**config.mk**
```make
export PLATFORM = sky130hd
export DESIGN_NAME = cap_parity_tree
export DESIGN_NICKNAME = d
export VERILOG_FILES = /design/src/rtl/cap_parity_tree.sv
export SDC_FILE = /design/constraint.sdc
export NUM_CORES = 1
export LEC_CHECK = 0
export CORE_AREA = 10 10 47 49
export DETAILED_ROUTE_END_ITERATION = 6
export DIE_AREA = 0 0 57 59
export SYNTH_ARGS = -nofsm -noshare
export SYNTH_HDL_FRONTEND = slang
export SYNTH_SLANG_ARGS = --single-unit
```
**constraint.sdc**
```tcl
create_clock -name vclk -period 1.5
set_input_delay 0.225 -clock vclk [all_inputs]
set_output_delay 0.225 -clock vclk [all_outputs]
set_load 0.02 [all_outputs]
```
**src/rtl/cap_parity_tree.sv**
```systemverilog
// Parity reduction over a command/address word.
// Assumes: even parity; the output is 1 when the number of ones is odd (error).
module cap_parity_tree #(
    parameter int W = 23
) (
    input  logic [W-1:0] bits_i,
    output logic         odd_o
);
    // Pairwise XOR tree built level by level.
    localparam int LEVELS = (W < 2) ? 1 : $clog2(W);
    localparam int PAD    = 1 << LEVELS;

    logic [PAD-1:0] stage [LEVELS+1];

    // Pad the word out to a power of two with zeros.
    always_comb stage[0] = {{(PAD-W){1'b0}}, bits_i};

    genvar lv, k;
    generate
        for (lv = 0; lv < LEVELS; lv++) begin : g_lvl
            for (k = 0; k < PAD; k++) begin : g_bit
                if (k < (PAD >> (lv + 1))) begin : g_xor
                    assign stage[lv+1][k] = stage[lv][2*k] ^ stage[lv][2*k+1];
                end else begin : g_zero
                    assign stage[lv+1][k] = 1'b0;
                end
            end
        end
    endgenerate

    assign odd_o = stage[LEVELS][0];
endmodule

```
==> flow_metrics.env, run 1 <==
export IMPL_status="complete, but fails checks"
export IMPL_violations="negative setup slack"
export IMPL_path_max_fanout=1
export IMPL_num_io_pins=24
export IMPL_detail_route_antenna_nets=0
export IMPL_die_h_um=59
export IMPL_max_freq_mhz=639
export IMPL_rsz0062_at_grt="yes"
export IMPL_critPathLaunch="bits_i[20]"
export IMPL_synth_top_area_share_pct=75.3
export IMPL_p_leak_nw=0.260
export IMPL_tns_ps=-65.8
export IMPL_synth_top_cell_by_area="xnor2_1"
export IMPL_post_route_util_pct=41.3
export IMPL_grt_pass1_wl_um=1030
export IMPL_synth_seq_area_share_pct=0
export IMPL_cp_top_family="XOR/XNOR gates"
export IMPL_firstDrtPassIters=1
export IMPL_die_w_um=57
export IMPL_end_kind="output pin"
export IMPL_diodes=0
export IMPL_crit_type="in2out"
export IMPL_cp_num_cells=6
export IMPL_area_delta_synth_final_pct=193
export IMPL_period_minus_slack_ps=1570
export IMPL_drive_above_1_share_pct=75.6
export IMPL_die_area_um2=3360
export IMPL_dr_total_vias=227
export IMPL_max_stage_delay_ps=430
export IMPL_initial_core_util_pct=14.1
export IMPL_arrival_ps=1340
export IMPL_crit_end="odd_o"
export IMPL_synth_area_top_cells="xnor2_1 75%, xor2_1 13%, xnor3_1 11%"
export IMPL_grt_usage_pct=3.50
export IMPL_maxCapViolCount=0
export IMPL_grt_pass1_vias=246
export IMPL_synthCells=21
export IMPL_rows=14
export IMPL_worstPathRequired_ps=1270
export IMPL_whs_ps=1110
export IMPL_syn_nets=44
export IMPL_slowest_stage="xnor3_1"
export IMPL_nets=70
export IMPL_synth_cell_types=3
export IMPL_syn_avg_cell_area_um2=9.41
export IMPL_gr_total_overflow=0
export IMPL_placed_area_um2=458
export IMPL_finalMaxSlewViolations=0
export IMPL_synthTopCellsByCount="17 x xnor2_1, 3 x xor2_1, 1 x xnor3_1"
export IMPL_cp_cell_sequence="buf_4 -> xnor2_4 -> xnor2_2 -> xnor2_1 -> xnor3_1 -> buf_6"
export IMPL_slew_headroom_pct=87.9
export IMPL_finalSetupViolCount=1
export IMPL_place_port_buffers=24
export IMPL_coreArea_um2=1400
export IMPL_initialDrtViolationCount=0
export IMPL_routedWlPerCell_um=11.2
export IMPL_post_route_period_util_pct=104
export IMPL_register_area_um2=0
export IMPL_seq_cells=0
export IMPL_yosysWarnings=0
export IMPL_critPathBufInv=2
export IMPL_vdd_drop_max_v=0.000686
export IMPL_synth_area_um2=198
export IMPL_post_route_drc_count=0
export IMPL_clock_buffers=0
export IMPL_hold_violations=0
export IMPL_startpoint_type="primary input"
export IMPL_powerDensity_nw_per_um2=665
export IMPL_hold_path_class="in2out"
export IMPL_wirelength_um=682
export IMPL_antenna_found_initial=0
export IMPL_pre_cts_ws_ps=-828
export IMPL_setup_ws_ps=-65.8
export IMPL_routabilityCongestion=0.529
export IMPL_vias_per_cell=3.72
export IMPL_worstMarginPinSlew_ps=180
export IMPL_cts_setup_buffers=0
export IMPL_grt_max_degree=2
export IMPL_synth_most_common_cell="xnor2_1"
export IMPL_final_area_um2=579
## cell type report
type                            instances  area, um^2
Fill cell                             153         822
Multi-Input combinational cell         21         325
Timing Repair Buffer                   24         234
Tap cell                               16        20.0
## cell families after synthesis
group / count (synthesis) / synth area share (%)
XOR/XNOR: 21 / 100
## worst min-delay path: stages
cell	delay (ps)
buf_6	70
xnor2_2	100
xnor2_1	70
xnor2_1	150
xnor3_1	160
buf_6	120
## per-layer routing
layer / vias up / global-route usage (%) / wire, um
met1: 102 / 4.39 / 258
met5: - / 0 / 0
li1: 111 / - / -
met4: 0 / 0 / 0
met2: 14 / 6.20 / 375
met3: 0 / 0.858 / 48
## worst min path at each step
stage              start    end  slack (ps)  cells after the start
6_report       bits_i[6]  odd_o        1110                      6
5_1_grt        bits_i[6]  odd_o        1160                      6
3_5_place_dp   bits_i[8]  odd_o        1950                      6
4_1_cts        bits_i[6]  odd_o        1210                      6
3_3_place_gp   bits_i[7]  odd_o        1950                      6
2_1_floorplan  bits_i[7]  odd_o         990                      4
## through the flow
step / power (W) / cells
2_1_floorplan: 0.000188 / 21
3_3_place_gp: 0.000326 / 61
3_5_place_dp: 0.000324 / 61
4_1_cts: 0.000341 / 61
5_1_grt: 0.000408 / 61
6_report: 0.000385 / 61
## report_power, final
| part | total (W) | switching (W) | internal [W] | leakage, nW |
|---|---|---|---|---|
| logic | 0.000385 | 0.000141 | 0.000244 | 0.260 |
| clock network | 0 | 0 | 0 | 0 |
| registers | 0 | 0 | 0 | 0 |
## placed cells by master (no fill, tap or decap)
cell type	netlist	final
xor2_2	0	1
buf_6	0	14
xnor2_2	0	6
buf_8	0	2
xnor3_1	1	1
xnor2_4	0	4
dlygate4sd2_1	0	1
buf_4	0	1
xor2_1	3	2
xnor2_1	17	7
buf_2	0	6
## repair_timing
| item | in CTS | in global routing |
|---|---|---|
| pin swaps | 21 | 13 |
| setup endpoints to repair | 1 | 1 |
| gates resized for setup | 80 | 37 |
| hold buffers | 0 | 0 |
(Power assumes the default switching activity.)
==> inputs of run 2 (changes only) <==
Settings changed: CAP_MARGIN from default to 20, GPL_ROUTABILITY_DRIVEN from default to 0.
Clock period 1.5 ns to 1.62 ns, I/O delays scaled along.
==> run 2 against run 1 <==
Against the previous run:
- the flow now finishes without violations
- first-iteration DRC count unchanged
- die area stayed put
- worst hold slack better by 110 ps
- critical endpoint unchanged
- highest routed layer unchanged
==> flow_metrics.env, run 2 (same netlist as run 1, synthesis figures left out) <==
export IMPL_pre_cts_ws_ps=-751
export IMPL_register_area_um2=0
export IMPL_maxCapViolCount=0
export IMPL_diodes=0
export IMPL_p_leak_nw=0.212
export IMPL_initial_core_util_pct=14.1
export IMPL_nets=70
export IMPL_tns_ps=0
export IMPL_clock_buffers=0
export IMPL_max_stage_delay_ps=420
export IMPL_detail_route_antenna_nets=0
export IMPL_worstPathRequired_ps=1380
export IMPL_antenna_found_initial=0
export IMPL_hold_path_class="in2out"
export IMPL_drive_above_1_share_pct=51.1
export IMPL_post_route_period_util_pct=99.8
export IMPL_dr_total_vias=216
export IMPL_finalSetupViolCount=0
export IMPL_num_io_pins=24
export IMPL_rows=14
export IMPL_slew_headroom_pct=84.8
export IMPL_seq_cells=0
export IMPL_end_kind="output pin"
export IMPL_min_from="bits_i[15]"
export IMPL_layout_commonest_cell="xnor2_1"
export IMPL_fillers=165
export IMPL_die_h_um=59
export IMPL_grt_max_degree=2
export IMPL_vdd_drop_max_v=0.000625
export IMPL_arrival_ps=1370
export IMPL_hold_violations=0
export IMPL_slowest_stage="xnor3_1"
export IMPL_p_total_w=0.000313
export IMPL_rsz0062_at_grt="yes"
export IMPL_placed_area_um2=458
export IMPL_crit_type="in2out"
export IMPL_path_max_fanout=1
export IMPL_die_w_um=57
export IMPL_coreArea_um2=1400
export IMPL_vias_per_cell=3.54
export IMPL_gr_total_overflow=0
export IMPL_max_freq_mhz=618
export IMPL_wirelength_um=632
export IMPL_worstMarginPinSlew_ps=227
export IMPL_hpwl_um=585
export IMPL_post_route_util_pct=32.9
export IMPL_routedWlPerCell_um=10.4
export IMPL_cp_cell_sequence="buf_6 -> xnor2_2 -> xnor2_1 -> xnor2_1 -> xnor3_1 -> buf_6"
export IMPL_initialDrtViolationCount=0
export IMPL_layout_common_cells="11 x xnor2_1, 10 x buf_2, 7 x buf_6"
export IMPL_place_port_buffers=24
export IMPL_period_minus_slack_ps=1620
export IMPL_finalMaxSlewViolations=0
export IMPL_grt_pass1_wl_um=1010
export IMPL_final_area_um2=460
export IMPL_critPathLaunch="bits_i[20]"
export IMPL_die_area_um2=3360
export IMPL_setup_ws_ps=3.14
export IMPL_firstDrtPassIters=1
export IMPL_cts_hold_buf=0
export IMPL_area_delta_synth_final_pct=133
export IMPL_grt_usage_pct=3.41
export IMPL_post_route_drc_count=0
export IMPL_multiInputGateArea_um2=243
export IMPL_status="finished clean"
export IMPL_powerDensity_nw_per_um2=680
export IMPL_startpoint_type="primary input"
export IMPL_grt_pass1_vias=249
run 2: final timing paths:
check  slack [ps]     to  cells after the start
max             3  odd_o                      6
min          1220  odd_o                      5
run 2: cell type report:
cell class | instances | area share (%)
tap | 16 | 4.35
timing repair buffer | 24 | 42.9
multi-input combinational | 21 | 52.7
run 2: where the power goes:
| group | switching [W] | internal (W) | total [W] |
|---|---|---|---|
| sequential | 0 | 0 | 0 |
| combinational | 0.000118 | 0.000195 | 0.000313 |
| clock | 0 | 0 | 0 |
| total | 0.000118 | 0.000195 | 0.000313 |
run 2: worst max-delay path: cells and delay by family:
family                    cells  cell delay (ps)
buffers and inverters         2              230
xor gates and xnor gates      4              880
run 2: metrics by stage:
| stage | hold WS [ps] | std cells |
|---|---|---|
| after floorplan | 1020 | 21 |
| after global placement | 2000 | 61 |
| after detailed placement | 2000 | 61 |
| after CTS | 1250 | 61 |
| after global routing | 1300 | 61 |
| final | 1220 | 61 |
run 2: routing by layer:
layer / global-route usage (%) / part of all wire (%)
met4: 0 / 0
met1: 4.38 / 45
met2: 5.89 / 47
met5: 0 / 0
met3: 0.858 / 7.8
run 2: what timing repair did:
item	in CTS	in global routing
gates resized for setup	80	5
pin swaps	21	4
setup buffers	0	0
setup endpoints to repair	1	1
==> inputs of run 3 (changes only) <==
Settings changed: CORE_AREA 10 10 47 49 to 2 2 39 41, DIE_AREA 0 0 57 59 to 0 0 41 43.
==> run 3 against run 2 <==
Against the previous run:
- non-clock buffer count is the same
- via count decreased by 3.7%
- sequential share of layout area unchanged
- worst hold slack is essentially flat
- count of clock-buffer cells in the layout did not move
- total power fell by 1.1%
- largest power group unchanged
==> flow_metrics.env, run 3 (same netlist as run 1, synthesis figures left out) <==
export IMPL_initialDrtViolationCount=0
export IMPL_grt_pass1_wl_um=752
export IMPL_wirelength_um=420
export IMPL_dr_total_vias=208
export IMPL_clock_buffers=0
export IMPL_internal_power_w=0.000194
export IMPL_stdcell_count=61
export IMPL_antenna_found_initial=0
export IMPL_post_route_drc_count=0
export IMPL_slew_headroom_pct=86.9
export IMPL_p_leak_nw=0.208
export IMPL_hold_violations=0
export IMPL_post_route_period_util_pct=99.2
export IMPL_area_delta_synth_final_pct=132
export IMPL_detail_route_antenna_nets=0
export IMPL_pwr_share_seq_pct=0
export IMPL_drive_above_1_share_pct=48.9
export IMPL_whs_path_depth=5
export IMPL_firstDrtPassIters=1
export IMPL_pre_cts_ws_ps=-742
export IMPL_dpl_cell_count=61
export IMPL_p_sw_w=0.000116
export IMPL_worstPathRequired_ps=1380
export IMPL_crit_type="in2out"
export IMPL_initial_core_util_pct=14.3
export IMPL_grt_pass1_vias=223
export IMPL_grt_max_degree=2
export IMPL_power_frac_comb_pct=100.0
export IMPL_cts_hold_buf=0
export IMPL_maxCapViolCount=0
export IMPL_die_w_um=41
export IMPL_hold_path_class="in2out"
export IMPL_slowest_stage="xnor3_1"
export IMPL_end_kind="output pin"
export IMPL_routedWlPerCell_um=6.89
export IMPL_place_port_buffers=24
export IMPL_max_freq_mhz=622
export IMPL_min_from="bits_i[15]"
export IMPL_setup_ws_ps=12.7
export IMPL_worstMarginPinSlew_ps=195
export IMPL_arrival_ps=1360
export IMPL_cts_setup_buffers=0
export IMPL_startpoint_type="primary input"
export IMPL_max_stage_delay_ps=420
export IMPL_nets=70
export IMPL_finalSetupViolCount=0
export IMPL_period_minus_slack_ps=1610
export IMPL_p_sw_share_pct=37.5
export IMPL_cp_cell_sequence="buf_6 -> xnor2_2 -> xnor2_1 -> xnor2_1 -> xnor3_1 -> buf_6"
export IMPL_rsz0062_at_grt="yes"
export IMPL_finalMaxSlewViolations=0
export IMPL_coreArea_um2=1380
export IMPL_status="finished clean"
export IMPL_vdd_drop_max_v=0.000415
export IMPL_die_h_um=43
export IMPL_final_area_um2=459
export IMPL_placed_area_um2=458
export IMPL_clock_power_share_pct=0
export IMPL_rows=14
export IMPL_num_io_pins=24
export IMPL_seq_cells=0
export IMPL_vias_per_cell=3.41
export IMPL_powerDensity_nw_per_um2=674
export IMPL_gr_total_overflow=0
export IMPL_layout_commonest_cell="xnor2_1"
export IMPL_register_area_um2=0
export IMPL_min_to="odd_o"
export IMPL_layout_common_cells="12 x xnor2_1, 9 x buf_2, 8 x buf_6"
export IMPL_die_area_um2=1760
export IMPL_grt_usage_pct=5.71
export IMPL_diodes=0
export IMPL_path_max_fanout=1
-- run 3: cell types whose count changed in the layout (fill, tap and decap cells not counted) --
cell     previous run  this run
xnor2_1            11        12
xnor2_2             6         5
buf_2              10         9
buf_6               7         8
-- run 3: per-layer routing --
| layer | up-vias | part of all wire, % | global-route usage [%] |
|---|---|---|---|
| met1 | 82 | 33 | 6.07 |
| li1 | 112 | - | - |
| met2 | 14 | 54 | 11.9 |
| met3 | 0 | 14 | 0 |
| met4 | 0 | 0 | 0 |
| met5 | - | 0 | 0 |
-- run 3: timing repair --
item	4_1_cts	5_1_grt
cloned	0	0
setup endpoints to repair	1	1
pin swaps	21	6
resized for setup	80	2
-- run 3: worst max-delay path, delay by kind of cell --
family / cells / cell delay (ps)
XOR/XNOR: 4 / 870
buffers and inverters: 2 / 230
-- run 3: worst max-delay path by stage --
stage                          start    end  slack (ps)  depth (start not counted)
after floorplan           bits_i[18]  odd_o         200                          4
after detailed placement  bits_i[21]  odd_o        -740                          6
after global routing      bits_i[10]  odd_o         -50                          6
after CTS                  bits_i[0]  odd_o          -7                          6
final                     bits_i[20]  odd_o          10                          6
after global placement    bits_i[22]  odd_o        -730                          6
-- run 3: layout make-up --
| cell class | count | area, um^2 |
|---|---|---|
| fillers | 146 | 925 |
| multi-input cells | 21 | 235 |
| repair buffers | 24 | 204 |
| well taps | 16 | 20.0 |
-- run 3: power groups by stage --
stage	Clock, W	Sequential, W	Combinational (W)
2_1_floorplan	0	0	0.000174
3_3_place_gp	0	0	0.000301
3_5_place_dp	0	0	0.000301
4_1_cts	0	0	0.000316
5_1_grt	0	0	0.000334
6_report	0	0	0.000310
-- run 3: through the flow --
stage	utilization, %	power (W)	TNS [ps]	hold WS [ps]
floorplan	-	0.000174	0	1020
finish	33.2	0.000310	0	1220
global route	33.2	0.000334	-54.1	1280
detailed placement	33.1	0.000301	-742	2000
global placement	33.1	0.000301	-733	2000
CTS	33.0	0.000316	-7.05	1250
